<file path="src/rtl/vpm_pkg.sv">
package vpm_pkg;
    typedef enum logic [1:0] {
        CAUSE_NONE = 2'b00,
        CAUSE_PAR  = 2'b01,
        CAUSE_PRBS = 2'b10,
        CAUSE_BOTH = 2'b11
    } cause_e;
endpackage

</file>
<file path="src/rtl/vpm_sat_counter.sv">
module vpm_sat_counter #(
    parameter int W = 16
) (
    input  logic         clk,
    input  logic         rst_n,
    input  logic         hit,
    input  logic         clr,
    output logic [W-1:0] cnt,
    output logic [W-1:0] cnt_nxt
);
    localparam logic [W-1:0] MAXV = {W{1'b1}};
    localparam logic [W-1:0] ONE  = {{(W-1){1'b0}}, 1'b1};
    localparam logic [W-1:0] ZERO = '0;

    always_comb begin
        if (clr)
            cnt_nxt = hit ? ONE : ZERO;
        else if (hit && cnt != MAXV)
            cnt_nxt = cnt + ONE;
        else
            cnt_nxt = cnt;
    end

    always_ff @(posedge clk or negedge rst_n) begin
        if (!rst_n) cnt <= ZERO;
        else        cnt <= cnt_nxt;
    end
endmodule

</file>
<file path="src/rtl/vpm_cause_fsm.sv">
module vpm_cause_fsm
    import vpm_pkg::*;
(
    input  logic clk,
    input  logic rst_n,
    input  logic par_over_nxt,
    input  logic prbs_nz_nxt,
    output logic err_n
);
    cause_e state, state_nxt;

    always_comb begin
        unique case ({prbs_nz_nxt, par_over_nxt})
            2'b00: state_nxt = CAUSE_NONE;
            2'b01: state_nxt = CAUSE_PAR;
            2'b10: state_nxt = CAUSE_PRBS;
            2'b11: state_nxt = CAUSE_BOTH;
            default: state_nxt = CAUSE_NONE;
        endcase
    end

    always_ff @(posedge clk or negedge rst_n) begin
        if (!rst_n) state <= CAUSE_NONE;
        else        state <= state_nxt;
    end

    always_comb begin
        unique case (state)
            CAUSE_NONE: err_n = 1'b1;
            CAUSE_PAR:  err_n = 1'b0;
            CAUSE_PRBS: err_n = 1'b0;
            CAUSE_BOTH: err_n = 1'b0;
            default:    err_n = 1'b1;
        endcase
    end
endmodule

</file>
<file path="src/rtl/vid_parity_mon.sv">
module vid_parity_mon #(
    parameter int BYTE_W = 8,
    parameter int PRBS_W = 8
) (
    input  logic                clk,
    input  logic                rst_n,
    input  logic                word_vld,
    input  logic                par_fail,
    input  logic                prbs_err,
    input  logic [BYTE_W-1:0]   lim_lo,
    input  logic [BYTE_W-1:0]   lim_hi,
    input  logic                rd_par,
    input  logic                rd_prbs,
    output logic [2*BYTE_W-1:0] par_cnt,
    output logic [PRBS_W-1:0]   prbs_cnt,
    output logic                err_n
);
    localparam int PAR_W = 2 * BYTE_W;

    logic [PAR_W-1:0]  par_nxt;
    logic [PRBS_W-1:0] prbs_nxt;
    logic [PAR_W-1:0]  limit;
    logic              par_hit;

    assign par_hit = word_vld & par_fail;
    assign limit   = {lim_hi, lim_lo};

    vpm_sat_counter #(.W(PAR_W)) u_par_cnt (
        .clk(clk), .rst_n(rst_n), .hit(par_hit), .clr(rd_par),
        .cnt(par_cnt), .cnt_nxt(par_nxt)
    );

    vpm_sat_counter #(.W(PRBS_W)) u_prbs_cnt (
        .clk(clk), .rst_n(rst_n), .hit(prbs_err), .clr(rd_prbs),
        .cnt(prbs_cnt), .cnt_nxt(prbs_nxt)
    );

    vpm_cause_fsm u_fsm (
        .clk(clk), .rst_n(rst_n),
        .par_over_nxt(par_nxt > limit),
        .prbs_nz_nxt(prbs_nxt != '0),
        .err_n(err_n)
    );
endmodule

</file>
<file path="config.mk">
export PLATFORM = sky130hd
export DESIGN_NAME = vid_parity_mon
export DESIGN_NICKNAME = d
export VERILOG_FILES = /design/src/rtl/vpm_pkg.sv /design/src/rtl/vpm_sat_counter.sv /design/src/rtl/vpm_cause_fsm.sv /design/src/rtl/vid_parity_mon.sv
export SDC_FILE = /design/constraint.sdc
export NUM_CORES = 1
export LEC_CHECK = 0
export BUFFER_PORTS_ARGS = -buffer_cell sky130_fd_sc_hd__buf_2
export CAP_MARGIN = 10
export CORE_MARGIN = 3
export CORE_UTILIZATION = 56
export CTS_CLUSTER_DIAMETER = 100
export CTS_CLUSTER_SIZE = 20
export DETAILED_ROUTE_END_ITERATION = 12
export GPL_TIMING_DRIVEN = 0
export PLACE_DENSITY_LB_ADDON = 0.15
export SETUP_SLACK_MARGIN = 0.5
export SYNTH_ARGS = -nofsm -noshare
export SYNTH_HDL_FRONTEND = slang
export SYNTH_SLANG_ARGS = --single-unit
</file>
<file path="constraint.sdc">
create_clock -name clk -period 6.8 [get_ports clk]
set_clock_uncertainty 0.15 [all_clocks]
set_input_delay 1.7 -clock clk [delete_from_list [all_inputs] [get_ports clk]]
set_output_delay 1.7 -clock clk [all_outputs]
set_load 0.05 [all_outputs]
</file>
==> metrics.md <==
| Metric | Value |
|---|---|
| Crit-path slowest cell | `ha_1` |
| Crit path top cell by count | `a21o_1` |
| Rows | `19` |
| Hold WS | `0.485 ns` |
| Met3 routed WL | `299 um` |
| Final nets | `290` |
| Worst-Skew Late Latency | `0.33 ns` |
| Share of post-route cells with drive strength above 1 | `21.8%` |
| Clock sink count | `26` |
| Hpwl dp | `3.23 mm` |
| Total gr overflow | `0` |
| DR iter-0 viols | `124` |
| Minimum clock period | `3.99 ns` |
| Setup bufs post-CTS | `0` |
| Initial antenna violation count | `0` |
| Achievable clock frequency | `0.251 GHz` |
| WP depth | `12` |
| Die Y | `62.2 um` |
| CP arrival | `4.05 ns` |
| CP Max Fanout | `7` |
| #FFs+latches synth | `26` |
| Cell count after synthesis | `198` |
| DRC violations left | `0` |
| CP delay by family, top | `compound AO/OA/AOI/OAI gates` |
| Post-synth ARST share | `100%` |
| Number of buffers added on ports | `46` |
| Mapped Area | `1770 um2` |
| Top Metal Used | `met4` |
| Worst rel slew slack | `48.4%` |
| Vias in the first global route | `1627` |
| Routed Antenna Nets | `0` |
| Yosys cell types | `38` |
| Die width | `62.2 um` |
| Final hold vios | `0` |
| Crit-path cells | `buf_2 > and2_1 > clkbuf_1 > nand4_1 > nor3_1 > xnor2_1 > nor2_1 > ha_1 > a21o_1 > a21o_1 > a211oi_1 > a21oi_1` |
| Root buffer cell | `clkbuf_4` |
| Area Overhead vs Synth | `19.0%` |
| Maximum vdd drop | `105 uV` |
| Register area share after synthesis | `36.8%` |
| Initial core utilization | `61.4%` |
| Number of top-level pins | `48` |
| Total number of vias | `1686` |
| YS warnings | `0` |
| Yosys top cell by area | `dfrtp_1` |
| Worst-path clk slew | `0.15 ns` |
| Max Buffers Root-to-Sink | `2` |
| Synth top area share | `36.8%` |
| PwrDens | `151 nW/um2` |
| # H-tree levels | `1` |
| Post-Syn Area per Cell | `8.92 um2` |
| DRT Pass-1 Iters | `4` |
| Total core area | `2880 um2` |
| Post-cts sizing count | `0` |
| Post-synth EDFFs | `0` |
| Startpoint Class | `input pin` |
| Final setup violation count | `0` |
| Status | `finished, final reports clean` |
| Gr usage total | `21.8%` |
| RSZ-0062 raised after global routing | `no` |
| Ranking of synthesized cells by area | `dfrtp_1 (37%), ha_1 (13%), xnor2_1 (5.0%)` |
| Final TNS setup | `0 ns` |
| Syn nets | `239` |
| WL met2 | `1.94 mm` |
| Ys flop type | `dfrtp_1` |
| Die area | `3860 um2` |
| Most frequent cells after synthesis | `dfrtp_1 (26), inv_1 (19), ha_1 (18), nor2_1 (17), a21oi_1 (14)` |
| CP max stage delay | `0.32 ns` |
| Pleak | `1.09 nW` |
| WP buf/inv | `2` |
| Antenna cells | `0` |
| Post-route clock period utilization | `58.7%` |
| CP required | `6.86 ns` |
| Most instantiated library cell after synthesis | `dfrtp_1` |
| Worst Tran Pin Value | `0.768 ns` |
| TritonCTS clock tree | `yes` |
| Wire per inst | `14.2 um` |
| Hold WC Path Type | `reg2reg` |
| Num CTS Buffers | `3` |
| Max Cap Violations | `0` |
| Routability Congestion | `0.865` |
| Drt total wl | `4.11 mm` |
| First-pass GRT wire length | `7.06 mm` |
| Min-Delay Path Depth | `2` |
| Hold Buf Count CTS | `0` |
| Critical Path Sink Type | `register` |
| DR vias/cell | `5.81` |
| Reg2Reg Depth | `12` |
| M1 wire length | `1.83 mm` |
| Max-slew violation count | `0` |
| Critical path class | `in2reg` |
| Pin count of the biggest net entering global routing | `27` |
[where the power goes]
part	switching [W]	internal [W]
clock network	0.0000471	0.0000596
logic	0.0000319	0.0000163
registers	0.00000380	0.000158
total	0.0000828	0.000234
[metal layers]
layer / vias to the layer above / track usage [%]
met1: 783 / 27.8
met2: 71 / 38.6
met4: 0 / 5.25
met5: - / 0
met3: 8 / 3.78
li1: 824 / -
[kinds of logic after synthesis]
| group | count (synthesis) | share of synthesized area (%) |
|---|---|---|
| and+or+nand+nor | 78 | 24.7 |
| AOI/OAI and AO/OA | 41 | 14.7 |
| DFF | 26 | 36.8 |
| buffers and inverters | 23 | 4.96 |
| adders and majority gates | 18 | 12.7 |
| xor gates and xnor gates | 10 | 4.96 |
| muxes | 2 | 1.13 |
[cell usage in the layout, fill, tap and decap left out, types with 5 or more instances in the layout]
cell     count
nor3_1       8
ha_1        18
a21oi_1     14
inv_1       19
buf_2       47
nand4_1     10
dfrtp_1     26
nand3_1      9
a21o_1       5
o21ai_0      6
xnor2_1     10
nand2_1      6
nor2_1      17
[worst reg2reg max path, cell delays in order, from the launching register on]
cell	delay, ns
dfrtp_1	0.50
ha_1	0.29
nand3_1	0.12
nor4_2	0.59
buf_2	0.35
nor3_1	0.09
xnor2_1	0.16
nor2_1	0.08
ha_1	0.32
a21o_1	0.18
a21o_1	0.16
a211oi_1	0.30
a21oi_1	0.14
[layout make-up]
cell class,instances,area (um2)
Buffer,4,16.3
Clock buffer,3,22.5
Clock inverter,1,30.0
Fill cell,236,774
Inverter,19,71.3
Multi-Input combinational cell,149,1030
Sequential cell,26,651
Tap cell,42,52.6
Timing Repair Buffer,46,230
[through the flow]
step | setup WS (ns) | total power, W | instance area (um2) | utilization [%] | std cells
global placement | 2.48 | 0.000212 | 2050 | 71.2 | 286
CTS | 2.79 | 0.000317 | 2100 | 73.1 | 290
global route | 2.67 | 0.000330 | 2100 | 73.1 | 290
floorplan | 2.98 | 0.000195 | 1770 | - | 198
detailed placement | 2.43 | 0.000213 | 2050 | 71.2 | 286
finish | 2.81 | 0.000317 | 2100 | 73.1 | 290
[final timing paths]
kind / from / end / slack (ns)
worst max-delay path: word_vld / u_fsm.state[0] / 2.81
worst min-delay path: u_par_cnt.cnt[5] / u_par_cnt.cnt[5] / 0.48
worst max register to register: u_par_cnt.cnt[0] / u_fsm.state[0] / 3.25
worst min register to register: u_par_cnt.cnt[5] / u_par_cnt.cnt[5] / 0.48
max in group asynchronous: rst_n / u_par_cnt.cnt[10] / 4.93
min in group asynchronous: rst_n / u_par_cnt.cnt[0] / 1.18
[state kept, by name (all words and copies together), names as in the netlist]
register        cells
u_fsm.state         2
u_par_cnt.cnt      16
u_prbs_cnt.cnt      8
No activity file was read; power rests on OpenSTA's default activity.
